File: src/rtl/usb_out_ep_pkg.sv
package usb_out_ep_pkg;
  typedef enum logic [2:0] {
    ST_IDLE,
    ST_RECV,
    ST_DROP,
    ST_SKIP,
    ST_HS
  } rx_state_e;
endpackage

File: src/rtl/usb_out_rx_fsm.sv
module usb_out_rx_fsm
  import usb_out_ep_pkg::*;
#(
  parameter int N_EP  = 4,
  parameter int DEPTH = 8,
  localparam int EP_W  = $clog2(N_EP),
  localparam int CNT_W = $clog2(DEPTH + 1),
  localparam int PTR_W = $clog2(DEPTH)
) (
  input  logic             clk_i,
  input  logic             rst_ni,
  input  logic             tok_out_i,
  input  logic [EP_W-1:0]  tok_ep_i,
  input  logic             data_valid_i,
  input  logic [7:0]       data_i,
  input  logic             data_end_i,
  input  logic [N_EP-1:0]  ep_en_i,
  input  logic [N_EP-1:0]  ep_iso_i,
  input  logic [N_EP-1:0]  ep_full_i,
  output logic             wr_en_o,
  output logic [EP_W-1:0]  wr_ep_o,
  output logic [PTR_W-1:0] wr_addr_o,
  output logic [7:0]       wr_data_o,
  output logic             commit_o,
  output logic [EP_W-1:0]  commit_ep_o,
  output logic [CNT_W-1:0] commit_cnt_o,
  output logic             commit_err_o,
  output logic [N_EP-1:0]  int_set_o,
  output logic             hs_valid_o,
  output logic             hs_nak_o
);
  rx_state_e        state_q;
  logic [EP_W-1:0]  ep_q;
  logic             iso_q;
  logic [CNT_W-1:0] cnt_q;
  logic             ovf_q;
  logic             hs_valid_q, hs_nak_q;
  logic             room;

  assign room = cnt_q < CNT_W'(DEPTH);

  always_ff @(posedge clk_i or negedge rst_ni) begin
    if (!rst_ni) begin
      state_q    <= ST_IDLE;
      ep_q       <= '0;
      iso_q      <= 1'b0;
      cnt_q      <= '0;
      ovf_q      <= 1'b0;
      hs_valid_q <= 1'b0;
      hs_nak_q   <= 1'b0;
    end else begin
      hs_valid_q <= 1'b0;
      unique case (state_q)
        ST_IDLE: if (tok_out_i) begin
          ep_q  <= tok_ep_i;
          iso_q <= ep_iso_i[tok_ep_i];
          cnt_q <= '0;
          ovf_q <= 1'b0;
          if (!ep_en_i[tok_ep_i])      state_q <= ST_SKIP;
          else if (ep_full_i[tok_ep_i]) state_q <= ST_DROP;
          else                          state_q <= ST_RECV;
        end
        ST_RECV: begin
          if (data_end_i) begin
            state_q <= iso_q ? ST_IDLE : ST_HS;
            if (!iso_q) begin
              hs_valid_q <= 1'b1;
              hs_nak_q   <= 1'b0;
            end
          end else if (data_valid_i) begin
            if (room) cnt_q <= cnt_q + 1'b1;
            else      ovf_q <= 1'b1;
          end
        end
        ST_DROP: if (data_end_i) begin
          state_q <= ST_IDLE;
          if (!iso_q) begin
            hs_valid_q <= 1'b1;
            hs_nak_q   <= 1'b1;
          end
        end
        ST_SKIP: if (data_end_i) state_q <= ST_IDLE;
        ST_HS:   state_q <= ST_IDLE;
        default: state_q <= ST_IDLE;
      endcase
    end
  end

  assign wr_en_o      = (state_q == ST_RECV) && data_valid_i && !data_end_i && room;
  assign wr_ep_o      = ep_q;
  assign wr_addr_o    = cnt_q[PTR_W-1:0];
  assign wr_data_o    = data_i;
  assign commit_o     = (state_q == ST_RECV) && data_end_i;
  assign commit_ep_o  = ep_q;
  assign commit_cnt_o = cnt_q;
  assign commit_err_o = ovf_q;
  assign hs_valid_o   = hs_valid_q;
  assign hs_nak_o     = hs_nak_q;

  // iso flags on data arrival, others one cycle after the ACK is issued
  always_comb begin
    int_set_o = '0;
    if ((commit_o && iso_q) || state_q == ST_HS) int_set_o[ep_q] = 1'b1;
  end
endmodule

File: src/rtl/usb_ep_store.sv
module usb_ep_store #(
  parameter int N_EP  = 4,
  parameter int DEPTH = 8,
  localparam int EP_W  = $clog2(N_EP),
  localparam int CNT_W = $clog2(DEPTH + 1),
  localparam int PTR_W = $clog2(DEPTH),
  localparam int MEM_N = N_EP * DEPTH
) (
  input  logic             clk_i,
  input  logic             rst_ni,
  input  logic             wr_en_i,
  input  logic [EP_W-1:0]  wr_ep_i,
  input  logic [PTR_W-1:0] wr_addr_i,
  input  logic [7:0]       wr_data_i,
  input  logic             commit_i,
  input  logic [EP_W-1:0]  commit_ep_i,
  input  logic [CNT_W-1:0] commit_cnt_i,
  input  logic             commit_err_i,
  input  logic [EP_W-1:0]  cpu_ep_i,
  input  logic             buf_rd_i,
  input  logic             buf_clr_i,
  output logic [N_EP-1:0]  full_o,
  output logic             st_full_o,
  output logic [CNT_W-1:0] st_cnt_o,
  output logic             st_err_o,
  output logic [7:0]       rdata_o
);
  logic [7:0]       mem_q  [MEM_N];
  logic             full_q [N_EP];
  logic             err_q  [N_EP];
  logic [CNT_W-1:0] cnt_q  [N_EP];
  logic [PTR_W-1:0] rptr_q [N_EP];

  always_ff @(posedge clk_i) begin
    if (wr_en_i) mem_q[{wr_ep_i, wr_addr_i}] <= wr_data_i;
  end

  for (genvar e = 0; e < N_EP; e++) begin : g_ep
    logic hit_commit, hit_cpu;
    assign hit_commit = commit_i && (commit_ep_i == EP_W'(e));
    assign hit_cpu    = cpu_ep_i == EP_W'(e);

    // commit wins over a clear of the same endpoint
    always_ff @(posedge clk_i or negedge rst_ni) begin
      if (!rst_ni) begin
        full_q[e] <= 1'b0;
        err_q[e]  <= 1'b0;
        cnt_q[e]  <= '0;
        rptr_q[e] <= '0;
      end else if (hit_commit) begin
        full_q[e] <= 1'b1;
        err_q[e]  <= commit_err_i;
        cnt_q[e]  <= commit_cnt_i;
        rptr_q[e] <= '0;
      end else if (buf_clr_i && hit_cpu) begin
        full_q[e] <= 1'b0;
        err_q[e]  <= 1'b0;
        cnt_q[e]  <= '0;
        rptr_q[e] <= '0;
      end else if (buf_rd_i && hit_cpu) begin
        rptr_q[e] <= rptr_q[e] + 1'b1;
      end
    end

    assign full_o[e] = full_q[e];
  end

  assign st_full_o = full_q[cpu_ep_i];
  assign st_cnt_o  = cnt_q[cpu_ep_i];
  assign st_err_o  = err_q[cpu_ep_i];
  assign rdata_o   = mem_q[{cpu_ep_i, rptr_q[cpu_ep_i]}];
endmodule

File: src/rtl/usb_out_irq.sv
module usb_out_irq #(
  parameter int N_EP = 4
) (
  input  logic            clk_i,
  input  logic            rst_ni,
  input  logic [N_EP-1:0] set_i,
  input  logic            rd_i,
  output logic [N_EP-1:0] flags_o,
  output logic            irq_o
);
  logic [N_EP-1:0] flags_q;

  always_ff @(posedge clk_i or negedge rst_ni) begin
    if (!rst_ni) flags_q <= '0;
    else         flags_q <= (rd_i ? '0 : flags_q) | set_i;
  end

  assign flags_o = flags_q;
  assign irq_o   = |flags_q;
endmodule

File: src/rtl/usb_out_ep_ctrl.sv
module usb_out_ep_ctrl #(
  parameter int N_EP  = 4,
  parameter int DEPTH = 8,
  localparam int EP_W  = $clog2(N_EP),
  localparam int CNT_W = $clog2(DEPTH + 1),
  localparam int PTR_W = $clog2(DEPTH)
) (
  input  logic             clk_i,
  input  logic             rst_ni,
  input  logic             tok_out_i,
  input  logic [EP_W-1:0]  tok_ep_i,
  input  logic             data_valid_i,
  input  logic [7:0]       data_i,
  input  logic             data_end_i,
  input  logic [N_EP-1:0]  ep_en_i,
  input  logic [N_EP-1:0]  ep_iso_i,
  output logic             hs_valid_o,
  output logic             hs_nak_o,
  output logic [N_EP-1:0]  int_flags_o,
  output logic             irq_o,
  input  logic             int_rd_i,
  input  logic [EP_W-1:0]  cpu_ep_i,
  output logic             st_full_o,
  output logic [CNT_W-1:0] st_cnt_o,
  output logic             st_err_o,
  input  logic             buf_rd_i,
  output logic [7:0]       buf_rdata_o,
  input  logic             buf_clr_i
);
  logic             wr_en, commit, commit_err;
  logic [EP_W-1:0]  wr_ep, commit_ep;
  logic [PTR_W-1:0] wr_addr;
  logic [7:0]       wr_data;
  logic [CNT_W-1:0] commit_cnt;
  logic [N_EP-1:0]  ep_full, int_set;

  usb_out_rx_fsm #(.N_EP(N_EP), .DEPTH(DEPTH)) u_fsm (
    .clk_i, .rst_ni, .tok_out_i, .tok_ep_i, .data_valid_i, .data_i, .data_end_i,
    .ep_en_i, .ep_iso_i,
    .ep_full_i    (ep_full),
    .wr_en_o      (wr_en),
    .wr_ep_o      (wr_ep),
    .wr_addr_o    (wr_addr),
    .wr_data_o    (wr_data),
    .commit_o     (commit),
    .commit_ep_o  (commit_ep),
    .commit_cnt_o (commit_cnt),
    .commit_err_o (commit_err),
    .int_set_o    (int_set),
    .hs_valid_o,
    .hs_nak_o
  );

  usb_ep_store #(.N_EP(N_EP), .DEPTH(DEPTH)) u_store (
    .clk_i, .rst_ni,
    .wr_en_i      (wr_en),
    .wr_ep_i      (wr_ep),
    .wr_addr_i    (wr_addr),
    .wr_data_i    (wr_data),
    .commit_i     (commit),
    .commit_ep_i  (commit_ep),
    .commit_cnt_i (commit_cnt),
    .commit_err_i (commit_err),
    .cpu_ep_i, .buf_rd_i, .buf_clr_i,
    .full_o       (ep_full),
    .st_full_o, .st_cnt_o, .st_err_o,
    .rdata_o      (buf_rdata_o)
  );

  usb_out_irq #(.N_EP(N_EP)) u_irq (
    .clk_i, .rst_ni,
    .set_i   (int_set),
    .rd_i    (int_rd_i),
    .flags_o (int_flags_o),
    .irq_o
  );
endmodule

File: config.mk
export PLATFORM = sky130hd
export DESIGN_NAME = usb_out_ep_ctrl
export DESIGN_NICKNAME = d
export VERILOG_FILES = /design/src/rtl/usb_out_ep_pkg.sv /design/src/rtl/usb_out_rx_fsm.sv /design/src/rtl/usb_ep_store.sv /design/src/rtl/usb_out_irq.sv /design/src/rtl/usb_out_ep_ctrl.sv
export SDC_FILE = /design/constraint.sdc
export NUM_CORES = 1
export LEC_CHECK = 0
export BUFFER_PORTS_ARGS = -buffer_cell sky130_fd_sc_hd__buf_2
export CAP_MARGIN = 25
export CORE_ASPECT_RATIO = 0.5
export CORE_MARGIN = 3
export CORE_UTILIZATION = 44
export DETAILED_ROUTE_END_ITERATION = 8
export GPL_TIMING_DRIVEN = 0
export MAX_ROUTING_LAYER = met4
export PLACE_DENSITY = 0.67
export SETUP_SLACK_MARGIN = 0.05
export SYNTH_ARGS = -nofsm -noshare
export SYNTH_HDL_FRONTEND = slang
export SYNTH_HIERARCHICAL = 1
export SYNTH_SLANG_ARGS = --single-unit
File: constraint.sdc
create_clock -name clk_i -period 2.5 [get_ports clk_i]
set_clock_uncertainty 0.15 [all_clocks]
set_input_delay 0.125 -clock clk_i [delete_from_list [all_inputs] [get_ports clk_i]]
set_output_delay 0.125 -clock clk_i [all_outputs]
set_load 0.005 [all_outputs]
Yosys cells after proc, flatten, opt, wreduce, memory -nomap -nowiden
Memory sizes are Yosys's and may differ from the RTL's.
Cells that the tools add are included.
{"block": "word_totals", "ff_bits": 53, "ramBits": 256, "in_bits": 28, "output_inout_bits": 21, "word_cells": 179, "n_memories": 1}
{"block": "classes", "n_addsub": 5, "n_lt_le_gt_ge": 5, "n_eq_ne": 20, "muxes": 81, "bitwise_logic": 2, "reduce_logical": 41}
{"name": "u_store.mem_q", "words": 32, "width": 8, "read_ports": 1, "rd_ports_with_merged_regs": 0, "wr": 1, "line_no": "usb_ep_store.sv:28", "source": "logic [7:0] mem_q [MEM_N];"}
{"op": "$mux W4", "count": 16}
{"op": "$mux W3", "count": 19}
{"op": "$mux W1", "count": 33}
{"op": "$logic_and A1 B1 Y1", "count": 18}
{"op": "$ne A2 B2 Y1 const B", "count": 8}
{"op": "$reduce_and A5 Y1", "count": 3}
{"op": "$add A3 B1 Y3 const B", "count": 4}
{"op": "$reduce_bool A2 Y1", "count": 6}
{"op": "$reduce_bool A3 Y1", "count": 4}
{"op": "$bmux W1 S2", "count": 5}
{"op": "$pmux W3 S3", "count": 1}
{"op": "$bmux W4 S2", "count": 1}
{"op": "$eq A2 B2 Y1 const B", "count": 4}
{"op": "$pmux W4 S2", "count": 1}
{"op": "$bmux W3 S2", "count": 1}
{"op": "$eq A3 B2 Y1 const B", "count": 2}
{"op": "$lt A2 B3 Y1 const B", "count": 2}
{"op": "$add A4 B1 Y4 const B", "count": 1}
{"op": "$eq A2 B1 Y1 const B", "count": 2}
{"op": "$logic_not A2 Y1", "count": 2}
{"op": "$lt A4 B4 Y1 const B", "count": 1}
{"op": "$ne A2 B1 Y1 const B", "count": 2}
{"op": "$or A4 B4 Y4", "count": 1}
{"op": "$pmux W1 S2", "count": 2}
{"op": "14 further kinds", "count": 15}

Logic depth before layout (Yosys ltp)
Gate-level depths: netlist of the first run.
{"block": "logic_depth", "word_depth": 6, "mapped_depth": 9, "mapped_depth_nobuf": 6}

Hierarchy
Netlist of the first run, hierarchy kept.
{"module": "usb_ep_store", "instances": 1, "cells_each": 712, "area_each_um2": 11991.5, "seq_area_each_um2": 8588.2}
{"module": "usb_out_rx_fsm", "instances": 1, "cells_each": 78, "area_each_um2": 819.5, "seq_area_each_um2": 325.3}
{"module": "usb_out_irq", "instances": 1, "cells_each": 10, "area_each_um2": 142.6, "seq_area_each_um2": 100.1}

Least setup slack after synthesis of the first run
No wires, ideal clock.
{"block": "synth_timing", "path_kind": "register -> register", "from": "register u_fsm.state_q[2]", "to": "memory u_store.mem_q[0][0] (enable)", "setup_ns": 0.370, "arrival_ns": 1.980, "required_time_ns": 1.980, "slack_ns": 0.000, "stages_incl_launch_ff": 7, "path_cell_list": "dfrtp_1 nor2_1 nand4_1 inv_1 or3b_2 clkbuf_1 nor2_1"}
{"block": "synth_via", "elab_chain_len": 6}
{"item": "from (decl)", "line_no": "usb_out_rx_fsm.sv:32", "source": "rx_state_e state_q;"}
{"item": "from (signal assigned)", "line_no": "usb_out_rx_fsm.sv:65", "source": "state_q <= iso_q ? ST_IDLE : ST_HS;"}
{"item": "$eq A3 B1 Y1", "line_no": "usb_out_rx_fsm.sv:89", "source": "assign wr_en_o = (state_q == ST_RECV) && data_valid_i && !data_end_i && room;"}
{"item": "$logic_and A1 B1 Y1 (3 in a row)", "line_no": "usb_out_rx_fsm.sv:89"}
{"item": "named net wr_en", "line_no": "usb_out_ep_ctrl.sv:30", "source": "logic wr_en, commit, commit_err;"}
{"item": "$mux W1", "line_no": "usb_ep_store.sv:35", "source": "if (wr_en_i) mem_q[{wr_ep_i, wr_addr_i}] <= wr_data_i;"}
{"item": "$mux W1 (implied by the code)", "line_no": "usb_ep_store.sv:35"}
{"item": "to (decl)", "line_no": "usb_ep_store.sv:28"}
The timed path passes the listed nets, and every way through them passes these cells.

Final worst setup path of the first run
{"block": "layout_timing", "from": "register u_store/rptr_q[0] (netlist name)", "to": "output buf_rdata_o[6]"}
{"block": "layout_via", "elab_chain_len": 4}
{"item": "from (decl)", "line_no": "usb_ep_store.sv:32", "source": "logic [PTR_W-1:0] rptr_q [N_EP];"}
{"item": "from (signal, indexed assignment)", "line_no": "usb_ep_store.sv:61", "source": "rptr_q[e] <= rptr_q[e] + 1'b1;"}
{"item": "$bmux W3 S2", "line_no": "usb_ep_store.sv:71", "source": "assign rdata_o = mem_q[{cpu_ep_i, rptr_q[cpu_ep_i]}];"}
{"item": "$mux W3 (implied by the code) (2 in a row)", "line_no": "usb_ep_store.sv:71"}
{"item": "$mem_v2 Z32 W8"}
{"item": "to (decl)", "line_no": "usb_out_ep_ctrl.sv:27", "source": "output logic [7:0] buf_rdata_o,"}
Every way passes these cells. The select of a mux whose other input is x is not followed.

==> results_dict.tcl, run 1 <==
set metrics [dict create \
    path_class "flip-flop to output port" \
    fin_ws_ns -0.527 \
    ir_worst_vdd_v 0.000492 \
    grtUsageTotal 0.196 \
    htreeDepth 1 \
    hold_viol_final 0 \
    core_um2 28400 \
    start_util 0.457 \
    wl_met1_um 13400 \
    drive_above_1_share 0.289 \
    drc 0 \
    hpwlAfterDp_um 19200 \
    worstRegToRegCells 5 \
    synthesis.nets 833 \
    wl_met2_um 14800 \
    setup.worst_path.start "u_store/rptr_q[0]$_DFFE_PN0P_" \
    internal_power_mw 10.3 \
    crit_arrival_ns 2.75 \
    drtIter0Drc 693 \
    synth_top_area_share 0.593 \
    synth.distinct_cells 56 \
    end_kind "output port" \
    yosysMostFrequentCell "edfxtp_1" \
    status "complete, but fails checks" \
    num_vias 7653 \
    rr_endpoint "u_store/mem_q[20][4]$_DFFE_PP_" \
    path_clk_slew_ns 0.07 \
    die_x_um 249 \
    synthToLayoutAreaGrowth_pct 21.7 \
    cap_viol_max_count 0 \
    cts_tree "done" \
    async_flop_share 0.172 \
    grt_pass1_vias 7544 \
    grt_max_degree 34 \
    clock_path_buffers 3 \
    dr.pass1.iters 5 \
    setup_viol 8 \
    required_ns 2.23 \
    power.density_nw_per_um2 940 \
    antenna_found_initial 1 \
    worst_pin_slew_ns 0.903 \
    synth-seq-area-share 0.696 \
    clk_latency_ns 0.54 \
    synth-main-ff-cell "edfxtp_1" \
    clkPwrFrac 0.276 \
    synth_seq_cells 309 \
    cts_sinks 309 \
    grt_pass1_wl_um 45800 \
    finalNetCount 968 \
    switching_share 0.307 \
    p_sw_mw 4.55 \
    crit_fanout 10 \
    port_buffers 40 \
    max_freq_mhz 330 \
    syn_avg_cell_area_um2 16.2 \
    wl_met3_um 2310 \
    cp_slowest_cell "mux4_2" \
    power.total_mw 14.8 \
    die_area_um2 31700 \
    synth.top_cells.by_count "edfxtp_1, mux2i_1, nor2_1, dfrtp_1, nand2_1" \
    synthCells 800 \
    cpPeakStageDelay_ns 0.48 \
    hold_class "input port to flip-flop" \
    ff2ff_setup_slack_ns 0.16 \
    vias_per_cell 5.73 \
    final_antenna_net_count 0 \
    final_cell_area_um2 15800 \
    startpoint_type "flip-flop" \
    row_count 43 \
    num_io_pins 49 \
    rsz0062_at_grt "true" \
    slew_headroom 0.396 \
    worstPathCellList "mux4_2 > buf_6 > buf_4 > mux2i_1 > a22oi_1 > nand2_1 > nand4_1 > buf_2" \
    seq_power_share 0.411 \
    topRoutingLayerUsed "met4" \
    critPathCapture "buf_rdata_o[6]" \
    p_leak_nw 5.79 \
    period_needed_ns 3.03 \
    r2r_start "u_fsm/state_q[2]$_DFFE_PN0P_" \
    syn_area_um2 13000 \
    wl_per_cell_um 23.2 \
    synth_area_leaders "edfxtp_1, mux2i_1, dfrtp_1" \
    ys_warn_count 6 \
    cts_root_buf "clkbuf_16" \
    violations "setup timing" \
    gp_congestion 0.819 \
    synth_edf_count 256 \
    overflow 0 \
    die_h_um 127 \
    cts-buffers-inserted 28 \
    finalMaxSlewViolations 0 \
    power_frac_comb 0.314 \
    place_area_um2 13700 \
    synth_top_cell_by_area "edfxtp_1" \
    finalWirelength_um 31000 \
    min_period_over_period 1.21 \
]
==> registers in the layout, summed over array words and instances, names as in the netlist, 2 cells and up <==
signal	count
u_fsm/commit_cnt_o	4
u_fsm/commit_ep_o	2
u_fsm/state_q	3
u_irq/flags_o	4
u_store/cnt_q	16
u_store/err_q	4
u_store/full_o	4
u_store/mem_q	256
u_store/rptr_q	12
==> cell type report <==
type	count	area, um2
Clock buffer	32	716
Inverter	5	18.8
Clock inverter	16	141
Timing Repair Buffer	107	890
Buffer	50	504
Sequential cell	309	9020
Multi-Input combinational cell	434	3990
Antenna cell	1	2.50
Tap cell	382	478
Fill cell	2148	12600
==> critical path: cells and delay by family, from the launching register on <==
family,cells,cell delay (ns)
AO/OA/AOI/OAI,1,0.16
buffers and inverters,3,0.57
flip-flops,1,0.43
multiplexers,2,0.77
AND/OR/NAND/NOR,2,0.26
==> power groups by stage <==
stage,clock network (mW),registers (mW),logic (mW)
5_1_grt,4.35,6.12,4.90
3_3_place_gp,0,6.19,3.57
3_5_place_dp,0,6.21,3.64
4_1_cts,4.13,6.08,4.23
2_1_floorplan,0,6.12,2.61
6_report,4.08,6.09,4.65
==> cells by family (layout without fill, tap and decap cells) <==
kind of cell	count (synthesis)	count (layout)	synth area share
AO/OA/AOI/OAI	105	105	0.0637
XOR/XNOR	9	9	0.00609
adder cells (fa/ha/maj)	5	5	0.00483
buffers and inverters	57	210	0.0325
flip-flops	309	309	0.696
multiplexers	157	157	0.136
other	0	1	0
AND/OR/NAND/NOR	158	158	0.0610
==> per-stage QoR <==
stage / util / instances / setup slack (ns) / TNS [ns] / hold WS [ns]
global route: 0.556 / 1336 / -0.569 / -4.17 / 0.0455
CTS: 0.543 / 1320 / -0.522 / -3.78 / 0.0102
global placement: 0.481 / 1222 / -0.683 / -98.27 / 0.269
finish: 0.556 / 1336 / -0.527 / -3.60 / 0.0183
detailed placement: 0.481 / 1223 / -0.725 / -105.91 / -0.0265
floorplan: - / 800 / 0.000286 / 0 / -0.321
==> cell usage in the layout, fill, tap and decap left out, types with 4 or more instances in the layout <==
master,netlist,layout
o21ai_2,0,4
clkbuf_4,2,5
a22oi_1,24,22
edfxtp_1,256,256
o21ai_1,7,4
nor2_4,1,24
buf_12,0,17
mux2i_2,0,5
a221oi_2,1,20
nand2_2,1,6
a21oi_1,8,8
nand3b_1,5,5
mux4_2,9,10
nand4_1,10,10
nor2b_1,4,4
mux2i_1,140,134
dfrtp_2,0,4
clkinv_1,0,5
dfrtp_1,53,49
nand2b_1,7,7
nand3_1,11,10
clkbuf_16,0,29
clkbuf_1,8,9
clkinv_2,0,5
buf_6,16,14
a221oi_4,0,4
buf_4,16,47
dlygate4sd3_1,0,23
nor2_2,0,10
a21o_1,7,7
inv_1,4,4
nand2_1,44,39
buf_2,6,40
nor2_1,55,22
a221oi_1,30,7
xor2_1,8,8
a22o_1,20,20
ha_1,5,5
==> repair_timing <==
item,4_1_cts,5_1_grt
endpoints found under the setup margin,269,160
gates resized for setup,99,47
pin swaps,23,25
setup buffers,27,15
gates cloned,0,1
hold endpoints to repair,339,0
hold buffers,23,0
==> worst min path at each step <==
stage / from / depth (start not counted) / end
finish: ep_en_i[0] / 4 / u_fsm/state_q[1]$_DFFE_PN0P_
global route: cpu_ep_i[0] / 5 / u_store/rptr_q[10]$_DFFE_PN0P_
CTS: cpu_ep_i[0] / 5 / u_store/rptr_q[10]$_DFFE_PN0P_
detailed placement: rst_ni / 1 / u_store/cnt_q[5]$_DFFE_PN0P_
global placement: rst_ni / 1 / u_store/cnt_q[5]$_DFFE_PN0P_
floorplan: rst_ni / 0 / u_fsm/commit_cnt_o[0]$_DFFE_PN0P_
==> layer usage <==
layer	track usage	vias up
met5	-	-
met1	0.268	3912
met4	0.0514	0
li1	-	3390
met3	0.0344	41
met2	0.306	310
Power figures use the tool's default switching activity.
==> run 2, diff against run 1 <==
--- a/config.mk
+++ b/config.mk
@@ -5,15 +5,16 @@
 export SDC_FILE = /design/constraint.sdc
 export NUM_CORES = 1
 export LEC_CHECK = 0
+export ABC_AREA = 1
 export BUFFER_PORTS_ARGS = -buffer_cell sky130_fd_sc_hd__buf_2
 export CAP_MARGIN = 25
 export CORE_ASPECT_RATIO = 0.5
 export CORE_MARGIN = 3
-export CORE_UTILIZATION = 44
+export CORE_UTILIZATION = 56
 export DETAILED_ROUTE_END_ITERATION = 8
 export GPL_TIMING_DRIVEN = 0
 export MAX_ROUTING_LAYER = met4
-export PLACE_DENSITY = 0.67
+export PLACE_DENSITY = 0.81
 export SETUP_SLACK_MARGIN = 0.05
 export SYNTH_ARGS = -nofsm -noshare
 export SYNTH_HDL_FRONTEND = slang
==> run 2 against run 1 <==
Net effect:
- the flow still finishes with violations (setup timing)
- critical path depth up 6
- critical path type unchanged
- die area fell by 13%
- register-to-register slack got worse by 0.18 ns
- worst hold slack gained 0.033 ns
- utilization grew 19 points
- clock power is 7.8% higher
==> results_dict.tcl, run 2 <==
set metrics [dict create \
    grtUsageTotal 0.301 \
    async_flop_share 0.172 \
    drc 0 \
    hold_path_end "u_store/full_o[1]$_DFFE_PN0P_" \
    rsz0062_at_grt "true" \
    synth_edf_count 256 \
    finalNetCount 1550 \
    startpoint_type "flip-flop" \
    dr.pass1.iters 7 \
    cap_viol_max_count 0 \
    synth-seq-area-share 0.632 \
    synth.distinct_cells 32 \
    ff2ff_setup_slack_ns -0.02 \
    violations "setup timing" \
    drive_above_1_share 0.272 \
    p_leak_nw 7.37 \
    finalWirelength_um 45600 \
    period_needed_ns 2.79 \
    cts_tree "done" \
    syn_avg_cell_area_um2 10.3 \
    synthToLayoutAreaGrowth_pct 27.6 \
    max_freq_mhz 359 \
    clk_latency_ns 0.56 \
    dpl_worst_slack_ns -0.262 \
    ys_warn_count 6 \
    num_vias 12000 \
    fin_ws_ns -0.288 \
    final_cell_area_um2 18200 \
    rr_endpoint "u_store/mem_q[28][7]$_DFFE_PP_" \
    htreeDepth 1 \
    overflow 0 \
    drtIter0Drc 1574 \
    min_path_cells 5 \
    synth.top_cells.by_count "nand3_1, nand2_1, edfxtp_1, inv_1, nand3b_1" \
    grt_pass1_wl_um 62000 \
    die_x_um 232 \
    ir_worst_vdd_v 0.000672 \
    largest_reg_flops 256 \
    cts-buffers-inserted 27 \
    synth_top_area_share 0.539 \
    antenna_found_initial 0 \
    clock_path_buffers 3 \
    path_class "flip-flop to output port" \
    wl_per_cell_um 24.3 \
    r2r_start "u_fsm/state_q[2]$_DFFE_PN0P_" \
    required_ns 2.23 \
    status "complete, but fails checks" \
    min-delay-start "data_end_i" \
    port_buffers 38 \
    stdcell_count 1874 \
    crit_fanout 10 \
    row_count 40 \
    top_register "u_store/mem_q" \
    synth_top_cell_by_area "edfxtp_1" \
    top_regs "u_store/mem_q: 256 flops, u_store/cnt_q: 16 flops, u_store/rptr_q: 12 flops" \
    final_cell_mix "edfxtp_1, nand2_1, inv_1, nand3_1, nand3b_1" \
    worstRegToRegCells 7 \
    hpwlAfterDp_um 24200 \
    setup_viol 23 \
    end_kind "output port" \
    holdWs_ns 0.0512 \
    min_period_over_period 1.12 \
    crit_arrival_ns 2.51 \
    final_antenna_net_count 0 \
    gp_congestion 0.925 \
    core_um2 24500 \
    die_h_um 119 \
    dp.cells 1763 \
    hold_class "input port to flip-flop" \
    worst_pin_slew_ns 0.887 \
    place_area_um2 14900 \
    num_io_pins 49 \
    grt_pass1_vias 11200 \
    power.total_mw 16.3 \
    power.density_nw_per_um2 893 \
    grt_max_degree 42 \
    vias_per_cell 6.39 \
    cts_sinks 309 \
    diodes 0 \
    synth_area_leaders "edfxtp_1, dfrtp_1, nand3_1" \
    synth-main-ff-cell "edfxtp_1" \
    start_util 0.582 \
    slew_headroom 0.408 \
    layout_commonest_cell "edfxtp_1" \
    synthCells 1388 \
    synthesis.nets 1421 \
    cts_root_buf "clkbuf_16" \
    finalMaxSlewViolations 0 \
    yosysMostFrequentCell "nand3_1" \
    synth_seq_cells 309 \
    hold_viol_final 0 \
    syn_area_um2 14300 \
    die_area_um2 27500 \
    path_clk_slew_ns 0.07 \
]
-- run 2: cell types whose count changed in the layout (fill, tap and decap cells not counted), sizes merged, moves of 9 or more --
cell / delta
o21ai: +16
nand4: -9
mux2i: -142
buf: +14
nand3b: +115
a22o: -21
mux4: -12
a22oi: -20
nand3: +251
dlygate4sd3: +11
nand2: +220
inv: +214
a221oi: -31
-- run 2: worst max-delay path by stage --
stage | from | to | cells after the start
6_report | u_store/rptr_q[6]$_DFFE_PN0P_ | buf_rdata_o[6] | 14
5_1_grt | u_store/rptr_q[9]$_DFFE_PN0P_ | buf_rdata_o[1] | 14
4_1_cts | u_fsm/state_q[2]$_DFFE_PN0P_ | u_store/mem_q[28][5]$_DFFE_PP_ | 7
3_5_place_dp | u_fsm/state_q[2]$_DFFE_PN0P_ | u_store/mem_q[19][0]$_DFFE_PP_ | 7
3_3_place_gp | u_fsm/state_q[2]$_DFFE_PN0P_ | u_store/mem_q[21][7]$_DFFE_PP_ | 7
2_1_floorplan | u_fsm/state_q[2]$_DFFE_PN0P_ | u_store/mem_q[11][0]$_DFFE_PP_ | 7
-- run 2: layer usage --
layer	vias up	wire, um	track usage
met2	1098	20900	0.480
met5	-	0	-
met4	0	2500	0.103
li1	4928	-	-
met1	5680	15700	0.377
met3	262	6560	0.0810
-- run 2: worst max-delay path, cell delays in order (launching register included) --
cell     delay, ns
dfrtp_1       0.40
nand2_1       0.09
nand2_2       0.09
nand2_8       0.12
nand2_8       0.10
buf_12        0.17
buf_12        0.15
nand2_1       0.13
nand3_1       0.15
nand3_2       0.10
nand3_2       0.08
nand2_1       0.09
inv_1         0.06
nand2_2       0.09
buf_2         0.12
-- run 2: final cells by class --
type,count,area (um2)
inverters,219,827
repair buffers,100,946
clock inverters,17,191
well taps,336,420
clock buffers,33,729
flip-flops and latches,309,9010
fillers,1373,6320
plain buffers,80,915
multi-input cells,780,5160
-- run 2: stage by stage --
step | utilization | TNS (ns)
global route | 0.742 | -3.27
CTS | 0.697 | -16.79
global placement | 0.607 | -7.70
detailed placement | 0.608 | -25.45
floorplan | - | 0
finish | 0.742 | -1.88
-- run 2: where the power goes --
group | switching [mW] | leakage, nW | internal, mW
clock | 1.90 | 0.463 | 2.50
sequential | 0.216 | 3.01 | 5.81
combinational | 3.63 | 3.90 | 2.21
-- run 2: cell families (layout without fill, tap and decap cells) --
group           count (synthesis)  count (layout)  synth area share
simple gates                  711             711             0.248
flops                         309             309             0.632
buf+inv                       299             449            0.0890
compound gates                 59              59            0.0242
fa+ha+maj                       5               5           0.00438
xor+xnor                        5               5           0.00307
-- run 2: repair_timing --
action,in CTS,in global routing
endpoints found under the hold margin,345,0
cloned,2,5
endpoints found under the setup margin,264,266
hold buffers,35,0
buffers inserted,13,8
pin swaps,30,63
resized for setup,207,201
